$ cat src/rtl/cfg_chain_reg.sv
module cfg_chain_reg #(
  parameter int WIDTH = 24
) (
  input  logic             clk,
  input  logic             rst,
  input  logic             en,
  input  logic             test_mode,
  input  logic             repair,
  input  logic             bottom_row,
  input  logic             top_row,
  input  logic             entry_pt,
  input  logic             sin_s,
  input  logic             sin_n,
  input  logic             sin_w,
  input  logic             glob_in,
  output logic             sout_n,
  output logic             sout_s,
  output logic             sout_e,
  output logic [WIDTH-1:0] cfg,
  output logic             full
);

  localparam int TAIL = WIDTH - 1;

  logic shift_in;
  logic advance;
  logic north_pick;

  assign shift_in = test_mode ? glob_in : ((bottom_row || repair) ? sin_w : sin_s);
  assign full     = cfg[0];
  assign advance  = en && (!full || test_mode || repair);

  always_ff @(posedge clk) begin
    if (rst)
      cfg <= '0;
    else if (advance)
      cfg <= {shift_in, cfg[TAIL:1]};
  end

  assign north_pick = entry_pt ? glob_in : (bottom_row ? sin_w : sin_s);
  assign sout_n = full && north_pick;
  assign sout_s = full && (top_row ? sin_s : sin_n);
  assign sout_e = repair ? cfg[0] : (full && sin_n);

  assert_shift_toward_head_R1: assert property (@(posedge clk) disable iff (rst)
    (en && (!full || test_mode || repair)) |=> cfg[TAIL-1:0] == $past(cfg[TAIL:1]));

  assert_full_sticks_R2: assert property (@(posedge clk) disable iff (rst)
    (full && !test_mode && !repair) |=> (full && $stable(cfg)));

  assert_hold_when_idle_R3: assert property (@(posedge clk) disable iff (rst)
    !en |=> $stable(cfg));

  assert_clear_on_reset_R4: assert property (@(posedge clk)
    rst |=> (cfg == '0));

  assert_quiet_until_full_R6: assert property (@(posedge clk) disable iff (rst)
    (!full && !repair) |-> (!sout_n && !sout_s && !sout_e));

endmodule

$ cat config.mk
export PLATFORM = sky130hd
export DESIGN_NAME = cfg_chain_reg
export DESIGN_NICKNAME = d
export VERILOG_FILES = /design/src/rtl/cfg_chain_reg.sv
export SDC_FILE = /design/constraint.sdc
export NUM_CORES = 1
export LEC_CHECK = 0
export ABC_AREA = 1
export BUFFER_PORTS_ARGS = -buffer_cell sky130_fd_sc_hd__clkbuf_2
export CAP_MARGIN = 25
export CORE_ASPECT_RATIO = 0.75
export CORE_MARGIN = 1
export CORE_UTILIZATION = 54
export CTS_BUF_LIST = sky130_fd_sc_hd__clkbuf_4 sky130_fd_sc_hd__clkbuf_8
export DETAILED_ROUTE_END_ITERATION = 10
export PLACE_DENSITY = 0.86
export SKIP_CTS_REPAIR_TIMING = 1
export SLEW_MARGIN = 25
export SYNTH_ARGS = -nofsm -noshare
export SYNTH_HDL_FRONTEND = slang
export SYNTH_SLANG_ARGS = --single-unit
export TNS_END_PERCENT = 100
$ cat constraint.sdc
create_clock -name clk -period 1.75 [get_ports clk]
set_clock_uncertainty 0.1 [all_clocks]
set_input_delay 0.175 -clock clk [delete_from_list [all_inputs] [get_ports clk]]
set_output_delay 0.175 -clock clk [all_outputs]
set_load 0.1 [all_outputs]
==> flow_summary.rst <==
.. list-table::
   :header-rows: 1

   * - Metric
     - Value
   * - Cell at the slowest stage of the critical path
     - sky130_fd_sc_hd__clkbuf_2
   * - Power per cell area
     - 747 nW/um^2
   * - Final-layout setup total negative slack
     - 0 ns
   * - Post-synthesis cell count
     - 131
   * - Number of maximum-capacitance violations
     - 0
   * - Source-to-sink clock delay at the later pin of the worst-skew pair
     - 0.32 ns
   * - Placed wire-length estimate
     - 1610 um
   * - Stages on the worst setup path
     - 3
   * - Hold Vio Cnt, Final
     - 0
   * - Total Die Area
     - 2240 um^2
   * - Type of the most critical hold path
     - primary input to flip-flop
   * - Number of detailed-route iterations in the first pass
     - 4
   * - Area of the core
     - 1820 um^2
   * - Highest attainable clock frequency
     - 598 MHz
   * - Vias in the first global route
     - 727
   * - Antenna-violating nets left
     - 0
   * - Worst path arrival time
     - 1.40 ns
   * - Pins over their slew limit
     - 0
   * - Number of H-tree levels
     - 1
   * - Number of distinct standard cells referenced by the synthesized netlist
     - 17
   * - Via total after detailed routing
     - 945
   * - Final worst-path cycle share
     - 0.956
   * - Placer's final routability congestion estimate
     - 0.648
   * - Final min period
     - 1.67 ns
   * - Pin count of the biggest net entering global routing
     - 25
   * - Vias per Instance
     - 4.95
   * - Initial standard-cell utilization of the core
     - 0.609
   * - Buffers plus inverters on the worst setup path
     - 2
   * - IO buf count
     - 39
   * - TritonCTS buffer count
     - 3
   * - Maximum buffer depth of the clock tree
     - 2
   * - Cell class contributing the biggest share of worst-path delay
     - buffers and inverters
   * - Mean routed wirelength per cell
     - 11.2 um
   * - Area Growth Syn to Fin
     - 21.6%
   * - Cell chosen for the clock root
     - sky130_fd_sc_hd__clkbuf_4
   * - Leak pwr
     - 0.558 nW
   * - Number of synthesis warnings
     - 0
   * - Number of antenna violations at the first check in global routing
     - 0
   * - Number of flip-flops in the largest register
     - 24
   * - Overall Global Routing Usage
     - 0.206
   * - Die Y
     - 41.2 um
   * - Number of cell instances on the worst register-to-register path
     - 6
   * - Critical Setup Path Class
     - flip-flop to output pin
   * - Status
     - finished, final reports clean
   * - Commonest cells after routing, fill and taps aside
     - sky130_fd_sc_hd__clkbuf_2, sky130_fd_sc_hd__nand2_1, sky130_fd_sc_hd__dfxtp_1
   * - Clock sink count
     - 24
   * - Fill cell count
     - 145
   * - Setup repair after global routing missed its margin
     - false
   * - Cell area after synthesis
     - 1110 um^2
   * - Headroom to the max-slew limit
     - 0.635
   * - CP cell instances
     - inv_1, a21oi_4, clkbuf_2
   * - CTS tree
     - done
   * - CP Launch Type
     - flip-flop
   * - Clock-pin slew on the worst setup and hold paths
     - 0.13 ns
   * - Total routed wirelength
     - 2150 um
   * - Final Core Density
     - 0.740
   * - Starting DRT DRC Count
     - 12
   * - DRC viols
     - 0
   * - Share of synthesized area occupied by flip-flops and latches
     - 0.433
   * - Crit path max fanout
     - 5
   * - Antenna fix cells
     - 0
   * - Worst vdd rail ir drop
     - 0.000690 V
   * - Top-level I/O count
     - 40
   * - Number of nets in the finished design
     - 182
   * - Wire length of the first global-routing pass
     - 3070 um
   * - Required time of the worst setup path
     - 1.47 ns
   * - Hold path cells
     - 5
   * - R2R setup slack
     - 0.42 ns
   * - Num rows
     - 13
   * - Mapped Nets
     - 143
   * - Max incr delay on CP
     - 0.46 ns
   * - Proportion of layout cells with a drive suffix above 1
     - 0.556
   * - Global-route congestion overflow total
     - 0
   * - Final number of setup-violating endpoints
     - 0
   * - Horizontal die dimension
     - 54.3 um
   * - #FFs+latches synth
     - 24
   * - Register with the highest flop count
     - cfg
   * - Mean instance size in the synthesized netlist
     - 8.46 um^2
   * - Type of destination of the critical path
     - output pin
   * - Largest registers
     - cfg x24
   * - Commonest non-fill, non-tap cell in the layout
     - sky130_fd_sc_hd__clkbuf_2
   * - Slew of the pin with the lowest slew margin
     - 0.549 ns
cells by family (layout without fill, tap and decap cells):
family,after synthesis,count (layout),synth area share
buf+inv,17,55,0.104
compound gates,27,27,0.190
simple gates,63,63,0.273
flops,24,24,0.433
cells in the mapped netlist:
master,instances,area [um^2]
sky130_fd_sc_hd__dfxtp_1,24,480
sky130_fd_sc_hd__inv_2,2,7.51
sky130_fd_sc_hd__nand3_2,1,10.0
sky130_fd_sc_hd__nand3_1,2,10.0
sky130_fd_sc_hd__nor2_1,10,37.5
sky130_fd_sc_hd__o21ai_1,1,5.00
sky130_fd_sc_hd__buf_4,3,22.5
sky130_fd_sc_hd__nand2_2,20,125
sky130_fd_sc_hd__nand2_1,29,109
sky130_fd_sc_hd__o21ai_0,1,5.00
sky130_fd_sc_hd__inv_6,1,8.76
sky130_fd_sc_hd__buf_12,2,40.0
sky130_fd_sc_hd__nand2_4,1,11.3
sky130_fd_sc_hd__buf_2,2,10.0
sky130_fd_sc_hd__inv_1,7,26.3
sky130_fd_sc_hd__a21oi_1,5,25.0
sky130_fd_sc_hd__a21oi_2,20,175
final cells by class:
class | instances | area [um^2] | area share
clock buffer | 4 | 36.3 | 0.0269
tap | 22 | 27.5 | 0.0204
inverter | 10 | 42.5 | 0.0316
sequential | 24 | 484 | 0.359
timing repair buffer | 41 | 225 | 0.167
multi-input combinational | 90 | 532 | 0.395
routing by layer:
metal | GRT usage | share of wire | wire length (um) | vias to the layer above
met5 | 0 | 0 | 0 | -
met4 | 0.0769 | 0.011 | 24 | 0
met3 | 0.0667 | 0.058 | 125 | 4
met2 | 0.372 | 0.49 | 1060 | 29
met1 | 0.230 | 0.44 | 937 | 427
li1 | - | - | - | 485
path summary, 6_finish.rpt:
kind	startpoint	end
setup reg to reg	cfg[0]	cfg[23]
setup / recovery	cfg[0]	sout_e
hold / removal	en	cfg[0]
hold reg to reg	cfg[3]	cfg[2]
worst register-to-register path: cells and delay by family (launching register included):
kind	cells	cell delay (ns)
AND/OR/NAND/NOR	5	0.48
buffers and inverters	1	0.26
flip-flops	1	0.38
power breakdown:
| group | total [W] | switching (W) | internal [W] |
|---|---|---|---|
| Sequential | 0.000555 | 0.00000499 | 0.000550 |
| Combinational | 0.000161 | 0.000125 | 0.0000363 |
| Clock | 0.000290 | 0.000163 | 0.000127 |
| Total | 0.00101 | 0.000293 | 0.000714 |
stage by stage:
stage / hold WS, ns / instance area, um^2 / setup slack, ns / power, W / instances
2_1_floorplan: 0.137 / 1130 / 0.185 / 0.000706 / 131
3_3_place_gp: 0.366 / 1310 / 0.464 / 0.000727 / 187
3_5_place_dp: 0.372 / 1310 / 0.433 / 0.000729 / 187
4_1_cts: 0.127 / 1350 / 0.0689 / 0.00101 / 191
5_1_grt: 0.177 / 1350 / 0.00631 / 0.00104 / 191
6_report: 0.122 / 1350 / 0.0773 / 0.00101 / 191
Power figures use the tool's default switching activity.
